### src/rtl/snp_pkg.sv
package snp_pkg;
  localparam logic [2:0] CMD_READ  = 3'd1;
  localparam logic [2:0] CMD_READX = 3'd2;
  localparam logic [2:0] CMD_INV   = 3'd3;
  localparam logic [2:0] CMD_WRITE = 3'd4;

  localparam logic [1:0] LS_INV   = 2'd0;
  localparam logic [1:0] LS_SHR   = 2'd1;
  localparam logic [1:0] LS_CLEAN = 2'd2;
  localparam logic [1:0] LS_DIRTY = 2'd3;

  localparam logic OP_TO_SHARED  = 1'b0;
  localparam logic OP_INVALIDATE = 1'b1;

  typedef enum logic [1:0] {TR_IDLE, TR_PEND, TR_WAIT} trk_state_t;

  typedef struct packed {
    logic shared;
    logic takeover;
    logic upd;
    logic upd_op;
  } reply_t;
endpackage

### src/rtl/snp_tracker.sv
module snp_tracker import snp_pkg::*; #(
  parameter int AW = 32
) (
  input  logic          clk,
  input  logic          rst,
  input  logic          bus_valid,
  input  logic [2:0]    bus_cmd,
  input  logic [AW-1:0] bus_addr,
  input  logic          rsp_start,
  input  logic          cpu_ack,
  output logic          ivr_valid,
  output logic [AW-1:0] ivr_addr,
  output logic          ivr_excl,
  output logic          busy,
  output logic          done
);
  trk_state_t st;
  logic       is_read;

  assign is_read = bus_valid && (bus_cmd == CMD_READ || bus_cmd == CMD_READX);
  assign done    = (st == TR_WAIT) && cpu_ack;

  always_ff @(posedge clk) begin
    if (rst) begin
      st        <= TR_IDLE;
      ivr_valid <= 1'b0;
      ivr_addr  <= '0;
      ivr_excl  <= 1'b0;
      busy      <= 1'b0;
    end else begin
      case (st)
        TR_IDLE: if (is_read) begin
          st       <= TR_PEND;
          ivr_addr <= bus_addr;
          ivr_excl <= (bus_cmd == CMD_READX);
        end
        TR_PEND: if (rsp_start) begin
          st        <= TR_WAIT;
          ivr_valid <= 1'b1;
          busy      <= 1'b1;
        end
        TR_WAIT: if (cpu_ack) begin
          st        <= TR_IDLE;
          ivr_valid <= 1'b0;
          busy      <= 1'b0;
        end
        default: st <= TR_IDLE;
      endcase
    end
  end
endmodule

### src/rtl/snp_decode.sv
module snp_decode import snp_pkg::*; (
  input  logic       excl,
  input  logic [1:0] line_st,
  output reply_t     rep
);
  always_comb begin
    rep = '0;
    if (excl) begin
      case (line_st)
        LS_DIRTY: begin
          rep.takeover = 1'b1;
          rep.upd      = 1'b1;
          rep.upd_op   = OP_INVALIDATE;
        end
        LS_SHR, LS_CLEAN: begin
          rep.upd    = 1'b1;
          rep.upd_op = OP_INVALIDATE;
        end
        default: rep = '0;
      endcase
    end else begin
      case (line_st)
        LS_DIRTY: begin
          rep.shared   = 1'b1;
          rep.takeover = 1'b1;
          rep.upd      = 1'b1;
          rep.upd_op   = OP_TO_SHARED;
        end
        LS_CLEAN: begin
          rep.shared = 1'b1;
          rep.upd    = 1'b1;
          rep.upd_op = OP_TO_SHARED;
        end
        LS_SHR:  rep.shared = 1'b1;
        default: rep = '0;
      endcase
    end
  end
endmodule

### src/rtl/snp_out_stage.sv
module snp_out_stage import snp_pkg::*; #(
  parameter int AW = 32,
  parameter int DW = 64
) (
  input  logic          clk,
  input  logic          rst,
  input  logic          done,
  input  reply_t        rep,
  input  logic [DW-1:0] line_data,
  input  logic [AW-1:0] line_addr,
  input  logic          bus_valid,
  input  logic [2:0]    bus_cmd,
  input  logic [AW-1:0] bus_addr,
  output logic          rsp_valid,
  output logic          rsp_shared,
  output logic          rsp_takeover,
  output logic          sup_valid,
  output logic [DW-1:0] sup_data,
  output logic          wb_valid,
  output logic [AW-1:0] wb_addr,
  output logic [DW-1:0] wb_data,
  output logic          upd_valid,
  output logic          upd_op,
  output logic          inv_valid,
  output logic [AW-1:0] inv_addr
);
  logic take;
  assign take = done && rep.takeover;

  always_ff @(posedge clk) begin
    if (rst) begin
      rsp_valid    <= 1'b0;
      rsp_shared   <= 1'b0;
      rsp_takeover <= 1'b0;
      sup_valid    <= 1'b0;
      wb_valid     <= 1'b0;
      upd_valid    <= 1'b0;
      upd_op       <= 1'b0;
      inv_valid    <= 1'b0;
      sup_data     <= '0;
      wb_data      <= '0;
      wb_addr      <= '0;
      inv_addr     <= '0;
    end else begin
      rsp_valid    <= done;
      rsp_shared   <= done && rep.shared;
      rsp_takeover <= take;
      sup_valid    <= take;
      wb_valid     <= take;
      upd_valid    <= done && rep.upd;
      upd_op       <= done && rep.upd_op;
      if (take) begin
        sup_data <= line_data;
        wb_data  <= line_data;
        wb_addr  <= line_addr;
      end
      inv_valid <= bus_valid && (bus_cmd == CMD_INV);
      if (bus_valid && bus_cmd == CMD_INV) inv_addr <= bus_addr;
    end
  end
endmodule

### src/rtl/snoop_agent.sv
module snoop_agent import snp_pkg::*; #(
  parameter int AW = 32,
  parameter int DW = 64
) (
  input  logic          clk,
  input  logic          rst,
  input  logic          bus_valid,
  input  logic [2:0]    bus_cmd,
  input  logic [AW-1:0] bus_addr,
  input  logic          bus_rsp_start,
  input  logic          cpu_ack,
  input  logic [1:0]    cpu_line_st,
  input  logic [DW-1:0] cpu_line_data,
  output logic          ivr_valid,
  output logic [AW-1:0] ivr_addr,
  output logic          ivr_excl,
  output logic          agent_busy,
  output logic          rsp_valid,
  output logic          rsp_shared,
  output logic          rsp_takeover,
  output logic          sup_valid,
  output logic [DW-1:0] sup_data,
  output logic          wb_valid,
  output logic [AW-1:0] wb_addr,
  output logic [DW-1:0] wb_data,
  output logic          upd_valid,
  output logic          upd_op,
  output logic          cpu_inv_valid,
  output logic [AW-1:0] cpu_inv_addr
);
  logic   done;
  reply_t rep;

  snp_tracker #(.AW(AW)) u_trk (
    .clk(clk), .rst(rst), .bus_valid(bus_valid), .bus_cmd(bus_cmd),
    .bus_addr(bus_addr), .rsp_start(bus_rsp_start), .cpu_ack(cpu_ack),
    .ivr_valid(ivr_valid), .ivr_addr(ivr_addr), .ivr_excl(ivr_excl),
    .busy(agent_busy), .done(done)
  );

  snp_decode u_dec (
    .excl(ivr_excl), .line_st(cpu_line_st), .rep(rep)
  );

  snp_out_stage #(.AW(AW), .DW(DW)) u_out (
    .clk(clk), .rst(rst), .done(done), .rep(rep),
    .line_data(cpu_line_data), .line_addr(ivr_addr),
    .bus_valid(bus_valid), .bus_cmd(bus_cmd), .bus_addr(bus_addr),
    .rsp_valid(rsp_valid), .rsp_shared(rsp_shared), .rsp_takeover(rsp_takeover),
    .sup_valid(sup_valid), .sup_data(sup_data),
    .wb_valid(wb_valid), .wb_addr(wb_addr), .wb_data(wb_data),
    .upd_valid(upd_valid), .upd_op(upd_op),
    .inv_valid(cpu_inv_valid), .inv_addr(cpu_inv_addr)
  );
endmodule

### config.mk
export PLATFORM = sky130hd
export DESIGN_NAME = snoop_agent
export DESIGN_NICKNAME = d
export VERILOG_FILES = /design/src/rtl/snp_pkg.sv /design/src/rtl/snp_tracker.sv /design/src/rtl/snp_decode.sv /design/src/rtl/snp_out_stage.sv /design/src/rtl/snoop_agent.sv
export SDC_FILE = /design/constraint.sdc
export NUM_CORES = 1
export LEC_CHECK = 0
export BUFFER_PORTS_ARGS = -buffer_cell sky130_fd_sc_hd__buf_2
export CAP_MARGIN = 25
export CORE_ASPECT_RATIO = 0.9
export CORE_MARGIN = 4
export CORE_UTILIZATION = 43
export CTS_CLUSTER_SIZE = 28
export DETAILED_ROUTE_END_ITERATION = 16
export GPL_TIMING_DRIVEN = 0
export PLACE_DENSITY_LB_ADDON = 0.3
export SYNTH_ARGS = -nofsm -noshare
export SYNTH_HDL_FRONTEND = slang
export SYNTH_SLANG_ARGS = --single-unit
export TNS_END_PERCENT = 5
### constraint.sdc
create_clock -name clk -period 1.4 [get_ports clk]
set_clock_uncertainty 0.05 [all_clocks]
set_input_delay 0.07 -clock clk [delete_from_list [all_inputs] [get_ports clk]]
set_output_delay 0.07 -clock clk [all_outputs]
set_load 0.02 [all_outputs]
## Word level (Yosys, flattened, before mapping)

Index checks and enable logic that the tools add are counted.

| word-level totals | value |
|---|---|
| register bits | 170 |
| output and inout bits | 235 |
| logic and storage cells | 51 |

| cells by class | value |
|---|---|
| equal/unequal tests | 11 |
| multiplexer cells | 12 |
| reductions and logical operators | 15 |

Operators with widths:

| kind | count |
|---|---|
| $mux 2 | 5 |
| $logic_and 1x1->1 | 7 |
| $eq 2x2->1 const B | 3 |
| $eq 3x2->1 const B | 2 |
| $pmux 2 s3 | 1 |
| $reduce_and 3->1 | 2 |
| $eq 2x1->1 const B | 2 |
| $mux 1 | 4 |
| $mux 4 | 1 |
| $ne 2x2->1 const B | 2 |
| $eq 3x1->1 const B | 1 |
| $reduce_or 3->1 | 1 |
| $logic_not 2->1 | 1 |
| $ne 2x1->1 const B | 1 |
| $pmux 1 s2 | 1 |
| $reduce_and 2->1 | 1 |
| $reduce_bool 2->1 | 1 |
| $reduce_or 2->1 | 1 |
| $logic_or 1x1->1 | 1 |

## Logic depth before layout (Yosys ltp)

| depth | value |
|---|---|
| depth after elaboration | 5 |
| mapped depth | 7 |

## By module

From an unflattened synthesis, not the netlist that was laid out.

| unflattened totals | value |
|---|---|
| cells, all modules | 828 |
| area total of the unflattened synthesis | 7,792.5 um^2 |

By module, submodules not included:

| module | times used | cells an instance | area an instance (um^2) | sequential area each (um^2) |
|---|---|---|---|---|
| snp_out_stage | 1 | 655 | 6,194.7 | 2,682.6 |
| snp_tracker | 1 | 169 | 1,566.5 | 720.7 |
| snp_decode | 1 | 4 | 31.3 | 0.0 |

## Worst setup path after synthesis

No wires, ideal clock.

| timing path | value |
|---|---|
| kind | register -> register |
| from | reg u_trk.st[1] |
| to | reg u_trk.ivr_addr[10] |
| library setup time | 0.072 ns |
| arrival | 1.351 ns |
| data required time | 1.278 ns |
| path slack | -0.073 ns |
| stages on the path, launching flop included | 5 |
| cells stage by stage | dfxtp_1 clkbuf_2 nor4_4 buf_6 mux2i_1 |

| between the ends | value |
|---|---|
| cells in the longest elaborated chain, start to end | 2 |

RTL lines:

| what | RTL line | source |
|---|---|---|
| start, declared | snp_tracker.sv:17 | `trk_state_t st;` |
| start signal, assigned | snp_tracker.sv:25 | `st <= TR_IDLE;` |
| start signal, assigned | snp_tracker.sv:33 | `st <= TR_PEND;` |
| start signal, assigned | snp_tracker.sv:38 | `st <= TR_WAIT;` |
| $logic_not 2->1 | snp_tracker.sv:31 | `case (st)` |
| $reduce_and 2->1 (no source line) | n/a |  |
| end signal, assigned | snp_tracker.sv:34 | `ivr_addr <= bus_addr;` |
| end, declared | snp_tracker.sv:12 | `output logic [AW-1:0] ivr_addr,` |

Every way passes these cells.
A chain may end at the register's enable or synchronous reset.

## Worst setup path in the final report

| timing path | value |
|---|---|
| from | reg u_trk.st[1] |
| to | reg u_out.sup_data[53] |

| between the ends | value |
|---|---|
| cells in the longest elaborated chain, start to end | 3 |

RTL lines:

| what | RTL line | source |
|---|---|---|
| $eq 2x2->1 | snp_tracker.sv:21 | `assign done = (st == TR_WAIT) && cpu_ack;` |
| $logic_and 1x1->1 | snp_tracker.sv:21 |  |
| $logic_and 1x1->1 | snp_out_stage.sv:28 | `assign take = done && rep.takeover;` |
| end signal, assigned | snp_out_stage.sv:53 | `sup_data <= line_data;` |
| end, declared | snp_out_stage.sv:18 | `output logic [DW-1:0] sup_data,` |

Every way passes these cells.

==> results.md <==
* Via density at 4.80
* Met3 Use GR at 7.15%
* FF-to-FF Start: u_trk.st[1]
* Worst Setup EP: u_out.sup_data[53]
* Post-synthesis sequential area ratio at 44.5%
* Setup WS post-layout at -75.8 ps
* GPL Wtd Cong at 0.819
* Failing checks: setup timing
* H-tree depth at 4
* Period Utilization, post-route at 105%
* Port-buffer cells at 339
* Setup Crit Path Kind: flip-flop to flip-flop
* Die Area at 20000 um^2
* Dpl cells at 1457
* Util after Layout at 67.0%
* Ant diodes at 0
* Yosys warnings at 0
* Hold Fails Final Rpt at 0
* Die width at 149 um
* Relative slew slack at 51.6%
* Layout area overhead at 50.3%
* CTS root buffer: clkbuf_16
* Average size of a mapped cell at 8.67 um^2
* Top Usage Layer GRT: met2
* Worst Setup End Kind: flip-flop
* Pwr per Cell Area at 946 nW/um^2
* CTS tree: yes
* Gr usage total at 24.8%
* Initial cell density of the core at 44.6%
* Tot Pwr at 10.9 mW
* Top post-synthesis cells by area: dfxtp_1 44%, nand2b_1 11%, o21ai_0 9.9%
* Mapped Cells at 883
* Fillers at 1413
* First-pass GRT wire length at 39800 um
* Worst skew pair latency at 420 ps
* GR Util met2 at 42.4%
* Syn_nets at 989
* Final antenna-violating net count at 0
* Yosys top cell area share at 44.5%
* CP arrival at 1780 ps
* Routed vias at 7679
* DRT Pass-1 Iters at 5
* Number of flops mapped to enable cells by yosys at 0
* Per-cell routed wire length at 16.1 um
* Cell taking the most area after synthesis: dfxtp_1
* Worst VDD drop at 1.28 mV
* HPWL after DPL at 18200 um
* CTS clk-pin slew, worst paths at 70 ps
* Cells on worst reg2reg path at 7
* Unrepaired setup endpoints after global routing: yes
* Max FO, Critical Path at 10
* Initial antenna violation count at 0
* Library cells used by synthesis at 31
* Core area at 17200 um^2
* DRC at 0
* Slew @ Worst Pin at 726 ps
* Fin. max-slew vios at 0
* Row count at 45
* Outcome: finished with violations
* Async SR Flop Fraction at 0%
* Clk buf depth at 2
* Largest net degree at the start of global routing at 17
* First DRT Iteration DRCs at 348
* Max-cap violations at 0
* Startpoint types: flip-flop
* Crit. Startpoint: u_trk.st[1]
* Period minus WS final at 1480 ps
* Leak at 5.40 nW
* FF+latch count, synth at 170
* Non-Filler Instances at 1601
* Routed wire length at 25800 um
* CTS Buf Count at 17
* R2r setup slk at -80 ps
* Vias in the first global route at 7349
* I/O pins at 341
* Endpoints failing setup at 42
* Final #Nets at 1459
* Die Y at 135 um
* GR Layer Usage met1 at 30.7%
* Grt ovf at 0
* CP required at 1700 ps
* Worst Hold Class: primary input to flip-flop
* Synthesized area at 7650 um^2
* Share of layout cells above drive strength 1 at 37.6%
* Fmax at 678 MHz
* Min-delay src: bus_cmd[1]
* Most used DFF post-synth: dfxtp_1
* CTS Sinks at 170
* R2r endpoint: u_out.sup_data[53]
==> cell type report <==
class	count	area, um^2	area share (%)
clock inverters	12	136	1.19
multi-input cells	573	3420	29.7
well taps	235	294	2.56
flip-flops and latches	170	3410	29.6
inverters	2	7.51	0.0653
repair buffers	451	2820	24.5
plain buffers	138	950	8.26
clock buffers	20	467	4.06
==> state kept, by name, summed over array words and instances, names as in the netlist <==
register	count
u_out.inv_addr	32
u_trk.ivr_addr	32
u_out.rsp_valid	1
u_out.upd_op	1
u_out.rsp_takeover	1
u_out.upd_valid	1
u_trk.ivr_excl	1
u_out.sup_data	64
u_trk.busy	1
u_out.inv_valid	1
u_trk.st	2
u_out.wb_addr	32
u_out.rsp_shared	1
==> through the flow <==
stage | TNS, ps | worst slack (ps) | hold WS, ps | instance area, um^2
6_report | -2040 | -75.8 | 20.9 | 11500
5_1_grt | -9070 | -152 | 16.0 | 11500
4_1_cts | -4030 | -109 | 5.63 | 11400
3_5_place_dp | -35690 | -347 | 281 | 9650
3_3_place_gp | -32430 | -310 | 272 | 9650
2_1_floorplan | 0 | 1.70 | 156 | 7660
==> layout by cell type (no fill, tap or decap), types with 4 or more instances in the layout <==
cell           netlist  layout
nand2_1             65      65
o21ai_2             26      33
inv_6                0       4
clkbuf_4             0       8
clkbuf_2             2       5
o21ai_0            151      93
buf_2                1     340
mux2i_1             33      33
dlygate4sd3_1        0     103
dfxtp_1            170     167
buf_12               0       6
buf_4               67      75
nor2b_1             96      96
clkbuf_1            58      45
nand2b_1           130     130
o21ai_1             17      68
nor2_1               5       5
a21oi_1             36      36
clkbuf_16            0      17
==> where the power goes <==
group | internal (mW) | switching [mW]
Sequential | 4.90 | 0.0351
Combinational | 0.561 | 0.574
Clock | 2.79 | 2.02
==> synthesized netlist by cell type, types with 2 or more instances <==
| cell type | count |
|---|---|
| a21oi_1 | 36 |
| buf_4 | 67 |
| buf_6 | 7 |
| buf_8 | 2 |
| clkbuf_1 | 58 |
| clkbuf_2 | 2 |
| dfxtp_1 | 170 |
| inv_1 | 2 |
| mux2i_1 | 33 |
| nand2_1 | 65 |
| nand2b_1 | 130 |
| nor2_1 | 5 |
| nor2b_1 | 96 |
| nor3_1 | 2 |
| o21ai_0 | 151 |
| o21ai_1 | 17 |
| o21ai_2 | 26 |
==> how the worst min path moves through the flow <==
stage | end | slack, ps | cells past startpoint
after global placement | u_out.sup_data[57] | 270 | 3
after CTS | u_trk.ivr_excl | 6 | 3
final | u_trk.ivr_excl | 20 | 3
after global routing | u_trk.ivr_excl | 20 | 3
after detailed placement | u_out.inv_addr[9] | 280 | 3
after floorplan | u_out.inv_addr[0] | 160 | 2
==> logic make-up after synthesis <==
kind of cell    Yosys count  synth area share, %
mux                      33                 4.32
compound gates          231                 16.4
flops                   170                 44.5
xor+xnor                  1                0.114
buf+inv                 140                 11.2
simple gates            308                 23.5
==> layer usage <==
metal | vias up | part of all wire, % | wire (um)
li1 | 3790 | - | -
met1 | 3593 | 41 | 10500
met2 | 257 | 50 | 12800
met3 | 39 | 7.4 | 1900
met4 | 0 | 2.0 | 525
met5 | - | 0 | 0
==> timing repair <==
| action | CTS | global route |
|---|---|---|
| pin swaps | 7 | 11 |
| hold buffers | 103 | 0 |
| buffers inserted | 5 | 3 |
| gates resized for setup | 48 | 58 |
| gates cloned | 1 | 0 |
| endpoints found under the setup margin | 130 | 130 |
| hold endpoints to repair | 136 | 0 |
==> worst max-delay path, cell delays in order (launching register included) <==
cell,delay (ps)
dfxtp_2,340
buf_8,120
nand3b_4,100
or2_1,230
buf_6,140
buf_12,150
buf_8,140
o21ai_1,130
Power figures use the tool's default switching activity.
